[src/rtl/ser_ctrl_pkg.sv]
package ser_ctrl_pkg;
  localparam int BYTE_W   = 8;
  localparam int NREG     = 9;
  localparam logic [BYTE_W-1:0] BASE_ADDR = 8'h40;
  localparam logic [BYTE_W-1:0] ID_ADDR   = 8'h49;
  // register indices (address - BASE_ADDR)
  localparam int IX_OUTER_L = 0;
  localparam int IX_INNER_L = 1;
  localparam int IX_INNER_R = 2;
  localparam int IX_OUTER_R = 3;
  localparam int IX_LINELEN = 4;
  localparam int IX_RATE    = 5;
  localparam int IX_CURVE_I = 6;
  localparam int IX_CURVE_O = 7;
  localparam int IX_CTL     = 8;
  // control register bits
  localparam int B_ZOOM  = 0;
  localparam int B_WEI   = 1;
  localparam int B_WEO   = 2;
  localparam int B_INIT  = 3;
  localparam int B_XFER  = 4;
  localparam int B_HOLD  = 5;
  localparam int B_TSTB  = 6;
  localparam int B_ADAPT = 7;
  localparam int CURVE_W = 6;
endpackage

[src/rtl/ser_ctrl_sync.sv]
module ser_ctrl_sync #(
  parameter int STAGES = 2
) (
  input  logic clk_i,
  input  logic rst_ni,
  input  logic d_i,
  output logic q_o
);
  logic [STAGES-1:0] chain;

  always_ff @(posedge clk_i or negedge rst_ni) begin
    if (!rst_ni) chain <= '0;
    else         chain <= {chain[STAGES-2:0], d_i};
  end

  assign q_o = chain[STAGES-1];
endmodule

[src/rtl/ser_ctrl_rx.sv]
module ser_ctrl_rx #(
  parameter int DW       = 8,
  parameter int IDLE_CYC = 64,
  parameter logic [DW-1:0] RD_ADDR = 8'h49
) (
  input  logic          clk_i,
  input  logic          rst_ni,
  input  logic          sclk_i,
  input  logic          sdat_i,
  output logic          wr_stb_o,
  output logic [DW-1:0] wr_addr_o,
  output logic [DW-1:0] wr_data_o,
  output logic          rd_oe_o
);
  localparam int FRAME  = 2 * DW;
  localparam int CNT_W  = $clog2(FRAME);
  localparam int IDLE_W = $clog2(IDLE_CYC + 1);
  localparam logic [CNT_W-1:0]  LAST_BIT = CNT_W'(FRAME - 1);
  localparam logic [CNT_W-1:0]  ADDR_BIT = CNT_W'(DW - 1);
  localparam logic [CNT_W-1:0]  DATA_BIT = CNT_W'(DW);
  localparam logic [IDLE_W-1:0] IDLE_MAX = IDLE_W'(IDLE_CYC);

  logic              sclk_q;
  logic              rise;
  logic [CNT_W-1:0]  bit_cnt;
  logic [DW-1:0]     shreg, addr_q, next_byte;
  logic [IDLE_W-1:0] idle_cnt;

  assign rise      = sclk_i & ~sclk_q;
  assign next_byte = {sdat_i, shreg[DW-1:1]};  // LSB first

  always_ff @(posedge clk_i or negedge rst_ni) begin
    if (!rst_ni) begin
      sclk_q    <= 1'b0;
      bit_cnt   <= '0;
      shreg     <= '0;
      addr_q    <= '0;
      idle_cnt  <= '0;
      wr_stb_o  <= 1'b0;
      wr_data_o <= '0;
    end else begin
      sclk_q <= sclk_i;
      if (rise) begin
        shreg    <= next_byte;
        idle_cnt <= '0;
        bit_cnt  <= (bit_cnt == LAST_BIT) ? '0 : bit_cnt + 1'b1;
        if (bit_cnt == ADDR_BIT) addr_q <= next_byte;
        wr_stb_o  <= (bit_cnt == LAST_BIT);
        wr_data_o <= next_byte;
      end else begin
        wr_stb_o <= 1'b0;
        if (idle_cnt == IDLE_MAX) bit_cnt  <= '0;
        else                      idle_cnt <= idle_cnt + 1'b1;
      end
    end
  end

  assign wr_addr_o = addr_q;
  assign rd_oe_o   = (bit_cnt >= DATA_BIT) && (addr_q == RD_ADDR);


  one_wr_per_frame_chk: assert property (@(posedge clk_i) disable iff (!rst_ni)
    wr_stb_o |=> !wr_stb_o);

  oe_on_edge_chk: assert property (@(posedge clk_i) disable iff (!rst_ni)
    $rose(rd_oe_o) |-> $past(rise));
endmodule

[src/rtl/ser_ctrl_regs.sv]
module ser_ctrl_regs
  import ser_ctrl_pkg::*;
#(
  parameter int DW = BYTE_W,
  parameter int NR = NREG
) (
  input  logic                  clk_i,
  input  logic                  rst_ni,
  input  logic                  wr_stb_i,
  input  logic [DW-1:0]         wr_addr_i,
  input  logic [DW-1:0]         wr_data_i,
  input  logic                  vrst_i,
  output logic [NR-1:0][DW-1:0] active_o,
  output logic                  dp_init_o
);
  logic [NR-1:0][DW-1:0] shadow;
  logic [DW-1:0]         offset;
  logic                  hit;
  logic                  vrst_q, vrst_rise, commit;

  assign offset    = wr_addr_i - BASE_ADDR;
  assign hit       = wr_stb_i && (offset < DW'(NR));
  assign vrst_rise = vrst_i & ~vrst_q;
  assign commit    = vrst_rise & shadow[IX_CTL][B_XFER];

  for (genvar g = 0; g < NR; g++) begin : g_reg
    always_ff @(posedge clk_i or negedge rst_ni) begin
      if (!rst_ni) begin
        shadow[g]   <= '0;
        active_o[g] <= '0;
      end else begin
        if (hit && offset == DW'(g)) shadow[g] <= wr_data_i;
        if (commit) active_o[g] <= shadow[g];
      end
    end
  end

  always_ff @(posedge clk_i or negedge rst_ni) begin
    if (!rst_ni) begin
      vrst_q    <= 1'b0;
      dp_init_o <= 1'b0;
    end else begin
      vrst_q    <= vrst_i;
      dp_init_o <= vrst_rise & shadow[IX_CTL][B_INIT];
    end
  end


  shadow_only_on_write_chk: assert property (@(posedge clk_i) disable iff (!rst_ni)
    !wr_stb_i |=> $stable(shadow));

  active_only_on_vrst_chk: assert property (@(posedge clk_i) disable iff (!rst_ni)
    !vrst_rise |=> $stable(active_o));

  init_single_pulse_chk: assert property (@(posedge clk_i) disable iff (!rst_ni)
    dp_init_o |=> !dp_init_o);
endmodule

[src/rtl/ser_ctrl_port.sv]
module ser_ctrl_port
  import ser_ctrl_pkg::*;
#(
  parameter int IDLE_CYC    = 64,
  parameter int SYNC_STAGES = 2
) (
  input  logic       clk_i,
  input  logic       rst_ni,
  input  logic       ser_clk_i,
  input  logic       ser_dat_i,
  input  logic       vrst_i,
  output logic       ser_dat_o,
  output logic       ser_dat_oe_o,
  output logic [7:0] outer_l_o,
  output logic [7:0] inner_l_o,
  output logic [7:0] inner_r_o,
  output logic [7:0] outer_r_o,
  output logic [7:0] line_len_o,
  output logic [7:0] rate_base_o,
  output logic [5:0] curve_in_o,
  output logic       split_en_o,
  output logic [5:0] curve_out_o,
  output logic       tst_a_o,
  output logic       notch_en_o,
  output logic       zoom_o,
  output logic       wei_shift_o,
  output logic       weo_shift_o,
  output logic       hold_curve_o,
  output logic       tst_b_o,
  output logic       adapt_o,
  output logic       dp_init_o
);
  logic sclk_s, sdat_s, vrst_s;
  logic                      wr_stb;
  logic [BYTE_W-1:0]         wr_addr, wr_data;
  logic [NREG-1:0][BYTE_W-1:0] act;
  logic                      ctl_unused;

  ser_ctrl_sync #(.STAGES(SYNC_STAGES)) u_sync_clk (
    .clk_i(clk_i), .rst_ni(rst_ni), .d_i(ser_clk_i), .q_o(sclk_s));
  ser_ctrl_sync #(.STAGES(SYNC_STAGES)) u_sync_dat (
    .clk_i(clk_i), .rst_ni(rst_ni), .d_i(ser_dat_i), .q_o(sdat_s));
  ser_ctrl_sync #(.STAGES(SYNC_STAGES)) u_sync_vrst (
    .clk_i(clk_i), .rst_ni(rst_ni), .d_i(vrst_i), .q_o(vrst_s));

  ser_ctrl_rx #(.DW(BYTE_W), .IDLE_CYC(IDLE_CYC), .RD_ADDR(ID_ADDR)) u_rx (
    .clk_i    (clk_i),
    .rst_ni   (rst_ni),
    .sclk_i   (sclk_s),
    .sdat_i   (sdat_s),
    .wr_stb_o (wr_stb),
    .wr_addr_o(wr_addr),
    .wr_data_o(wr_data),
    .rd_oe_o  (ser_dat_oe_o)
  );

  ser_ctrl_regs #(.DW(BYTE_W), .NR(NREG)) u_regs (
    .clk_i    (clk_i),
    .rst_ni   (rst_ni),
    .wr_stb_i (wr_stb),
    .wr_addr_i(wr_addr),
    .wr_data_i(wr_data),
    .vrst_i   (vrst_s),
    .active_o (act),
    .dp_init_o(dp_init_o)
  );

  // identify read: all bits pulled low
  assign ser_dat_o = 1'b0;

  assign outer_l_o    = act[IX_OUTER_L];
  assign inner_l_o    = act[IX_INNER_L];
  assign inner_r_o    = act[IX_INNER_R];
  assign outer_r_o    = act[IX_OUTER_R];
  assign line_len_o   = act[IX_LINELEN];
  assign rate_base_o  = act[IX_RATE];
  assign curve_in_o   = act[IX_CURVE_I][CURVE_W-1:0];
  assign split_en_o   = act[IX_CURVE_I][6];
  assign curve_out_o  = act[IX_CURVE_O][CURVE_W-1:0];
  assign tst_a_o      = act[IX_CURVE_O][6];
  assign notch_en_o   = act[IX_CURVE_O][7];
  assign zoom_o       = act[IX_CTL][B_ZOOM];
  assign wei_shift_o  = act[IX_CTL][B_WEI];
  assign weo_shift_o  = act[IX_CTL][B_WEO];
  assign hold_curve_o = act[IX_CTL][B_HOLD];
  assign tst_b_o      = act[IX_CTL][B_TSTB];
  assign adapt_o      = act[IX_CTL][B_ADAPT];
  // commit-time flags act from the shadow copy
  assign ctl_unused   = act[IX_CTL][B_INIT] ^ act[IX_CTL][B_XFER] ^ act[IX_CURVE_I][7];
endmodule

[config.mk]
export PLATFORM = sky130hd
export DESIGN_NAME = ser_ctrl_port
export DESIGN_NICKNAME = d
export VERILOG_FILES = /design/src/rtl/ser_ctrl_pkg.sv /design/src/rtl/ser_ctrl_sync.sv /design/src/rtl/ser_ctrl_rx.sv /design/src/rtl/ser_ctrl_regs.sv /design/src/rtl/ser_ctrl_port.sv
export SDC_FILE = /design/constraint.sdc
export NUM_CORES = 1
export LEC_CHECK = 0
export ABC_AREA = 1
export BUFFER_PORTS_ARGS = -buffer_cell sky130_fd_sc_hd__buf_4
export CAP_MARGIN = 20
export CORE_AREA = 4 4 154 156
export CTS_CLUSTER_SIZE = 12
export DETAILED_ROUTE_END_ITERATION = 8
export DIE_AREA = 0 0 158 160
export PLACE_DENSITY = 0.54
export SYNTH_ARGS = -nofsm -noshare
export SYNTH_HDL_FRONTEND = slang
export SYNTH_HIERARCHICAL = 1
export SYNTH_SLANG_ARGS = --single-unit
[constraint.sdc]
create_clock -name clk_i -period 2.4 [get_ports clk_i]
set_input_delay 0.12 -clock clk_i [delete_from_list [all_inputs] [get_ports clk_i]]
set_output_delay 0.12 -clock clk_i [all_outputs]
set_load 0.05 [all_outputs]
==> results.yml <==
power_and_ir_drop:
  p_leak_nw: 4.55
  finalPower_w: 0.00683
  power_per_cell_area_mw_per_mm2: 772
  peakVddDrop_mv: 0.431
worst_setup_path:
  r2r_cells: 6
  cp.arrival_ns: 1.75
  critPathLaunch: "u_rx/wr_addr_o[3]"
  cp_slowest_stage_delay_ns: 0.53
  cp_num_buf_inv: 2
  start_kind: "flop"
  r2r-end: "u_regs/shadow[41]"
  crit_chain: "inv_1 > nor2_1 > nand4_1 > nor2_1 > buf_4"
  critical_path_required_ns: 2.28
  cp-end-kind: "output pin"
  critical-path-top-delay-family: "flip-flops"
  path_class: "reg2out"
  slowest_stage: "dfrtp_1"
  cpMostUsedCell: "nor2_1"
  reg2reg_slack_ns: 0.75
  crit_fanout: 7
  reg2reg_from: "u_rx/wr_addr_o[4]"
floorplan:
  rows: 55
  core_mm2: 0.0224
  die_w_um: 158
  die_area_mm2: 0.0253
  io_pins: 77
  start_util: 0.328
  die_h_um: 160
job:
  cap_violations: 0
clocking:
  cts_tree: "yes"
  clkSinkCount: 177
  h-tree-depth: 4
  cts_hold_buf: 4
  post_cts_buffers: 0
  clk_latency_ns: 0.43
  cts_root_buffer: "clkbuf_16"
  cts_resized: 0
  path_clk_slew_ns: 0.07
  clock_path_buffers: 2
  cts_made_buffers: 17
placement:
  port_buffers: 75
  place.gp.congestion: 0.715
  placed_area_mm2: 0.00819
  hpwlAfterDp_mm: 10.1
sta:
  rsz0062_at_grt: "false"
  finalHoldViolations: 0
  holdWs_ns: 0.177
  finalSetupViolations: 0
  finalCritPeriodShare: 0.780
  relSlewSlack: 0.586
  worst-slew-pin-transition_ns: 0.622
  setup_tns_ns: 0
  drv_slew: 0
  timing.final.crit_period_ns: 1.87
  timing.fmax_mhz: 534
  skew_ns: 0.0103
synthesis:
  syn_area_per_cell_um2: 11.0
  synthCells: 668
  netlist_area_mm2: 0.00734
  synth_nets: 677
  yosysWarnings: 6
final_layout:
  layout_common_cells: "186 x nand2_1, 177 x dfrtp_1, 76 x buf_4, 75 x nand3_1, 63 x mux2_2"
  area_delta_synth_final_pct: 20.6
  drive_gt1_frac: 0.290
  nNetsFinal: 753
  final_area_mm2: 0.00885
  layout_commonest_cell: "nand2_1"
  num_antenna_cells: 0
routing:
  drt_iter0_markers: 286
  viasPerCell: 4.58
  firstDrtPassIters: 5
  wl_per_cell_um: 14.8
  wl_mm: 15.4
  drc_errors: 0
  vias: 4766
  drtAntennaViolNets: 0
grt:
  gr-total-overflow: 0
  grt_pass1_wl_mm: 25.4
  grt_usage: 0.127
  grt_max_degree: 72
  first_global_vias: 4666
  antenna_found_initial: 0
hold_path:
  hp-class: "in2async"
run_status:
  status: "finished clean"
how the worst max path moves through the flow:
| stage | to | slack [ns] | cells after the start |
|---|---|---|---|
| final | ser_dat_oe_o | 0.53 | 5 |
| after global routing | ser_dat_oe_o | 0.42 | 5 |
| after CTS | ser_dat_oe_o | 0.53 | 5 |
| after detailed placement | u_regs/shadow[57] | 0.75 | 6 |
| after global placement | u_regs/shadow[50] | 0.79 | 6 |
| after floorplan | ser_dat_oe_o | 0.93 | 4 |
stage by stage:
stage / instances / setup WS (ns) / util
2_1_floorplan: 668 / 0.934 / -
3_3_place_gp: 1006 / 0.785 / 0.366
3_5_place_dp: 1006 / 0.753 / 0.366
4_1_cts: 1041 / 0.526 / 0.396
5_1_grt: 1041 / 0.422 / 0.396
6_report: 1041 / 0.529 / 0.396
layer usage:
metal  GRT usage  up-vias  part of all wire
met1       0.181     2329              0.48
met3      0.0339       20             0.045
met5           0        -                 0
met4      0.0396        0             0.016
li1            -     2320                 -
met2       0.187       97              0.46
cell type report:
type,count,area (um^2)
inverter,39,148
sequential,177,4430
multi-input combinational,424,2590
clock inverter,9,156
timing repair buffer,85,702
clock buffer,22,464
fill,2176,13500
tap,285,357
worst reg2reg max path, stage by stage (launching register included):
cell	delay [ns]
dfrtp_1	0.42
nor2_4	0.19
nand3_4	0.14
nor2_8	0.41
buf_12	0.25
nand3_1	0.10
nand2_1	0.10
power breakdown:
part	internal, W	leakage, nW	switching [W]
Combinational	0.000178	1.82	0.000402
Clock	0.00179	0.292	0.00111
Sequential	0.00310	2.44	0.000248
Total	0.00507	4.55	0.00176
registers in the layout (all words and copies together), names as in the netlist, 2 cells and up:
register	flops
u_regs/active_o	69
u_regs/shadow	71
u_sync_vrst/chain	2
u_rx/bit_cnt	4
u_sync_dat/chain	2
u_sync_clk/chain	2
u_rx/shreg	8
u_rx/wr_addr_o	8
u_rx/idle_cnt	7
No activity file was read; power rests on OpenSTA's default activity.
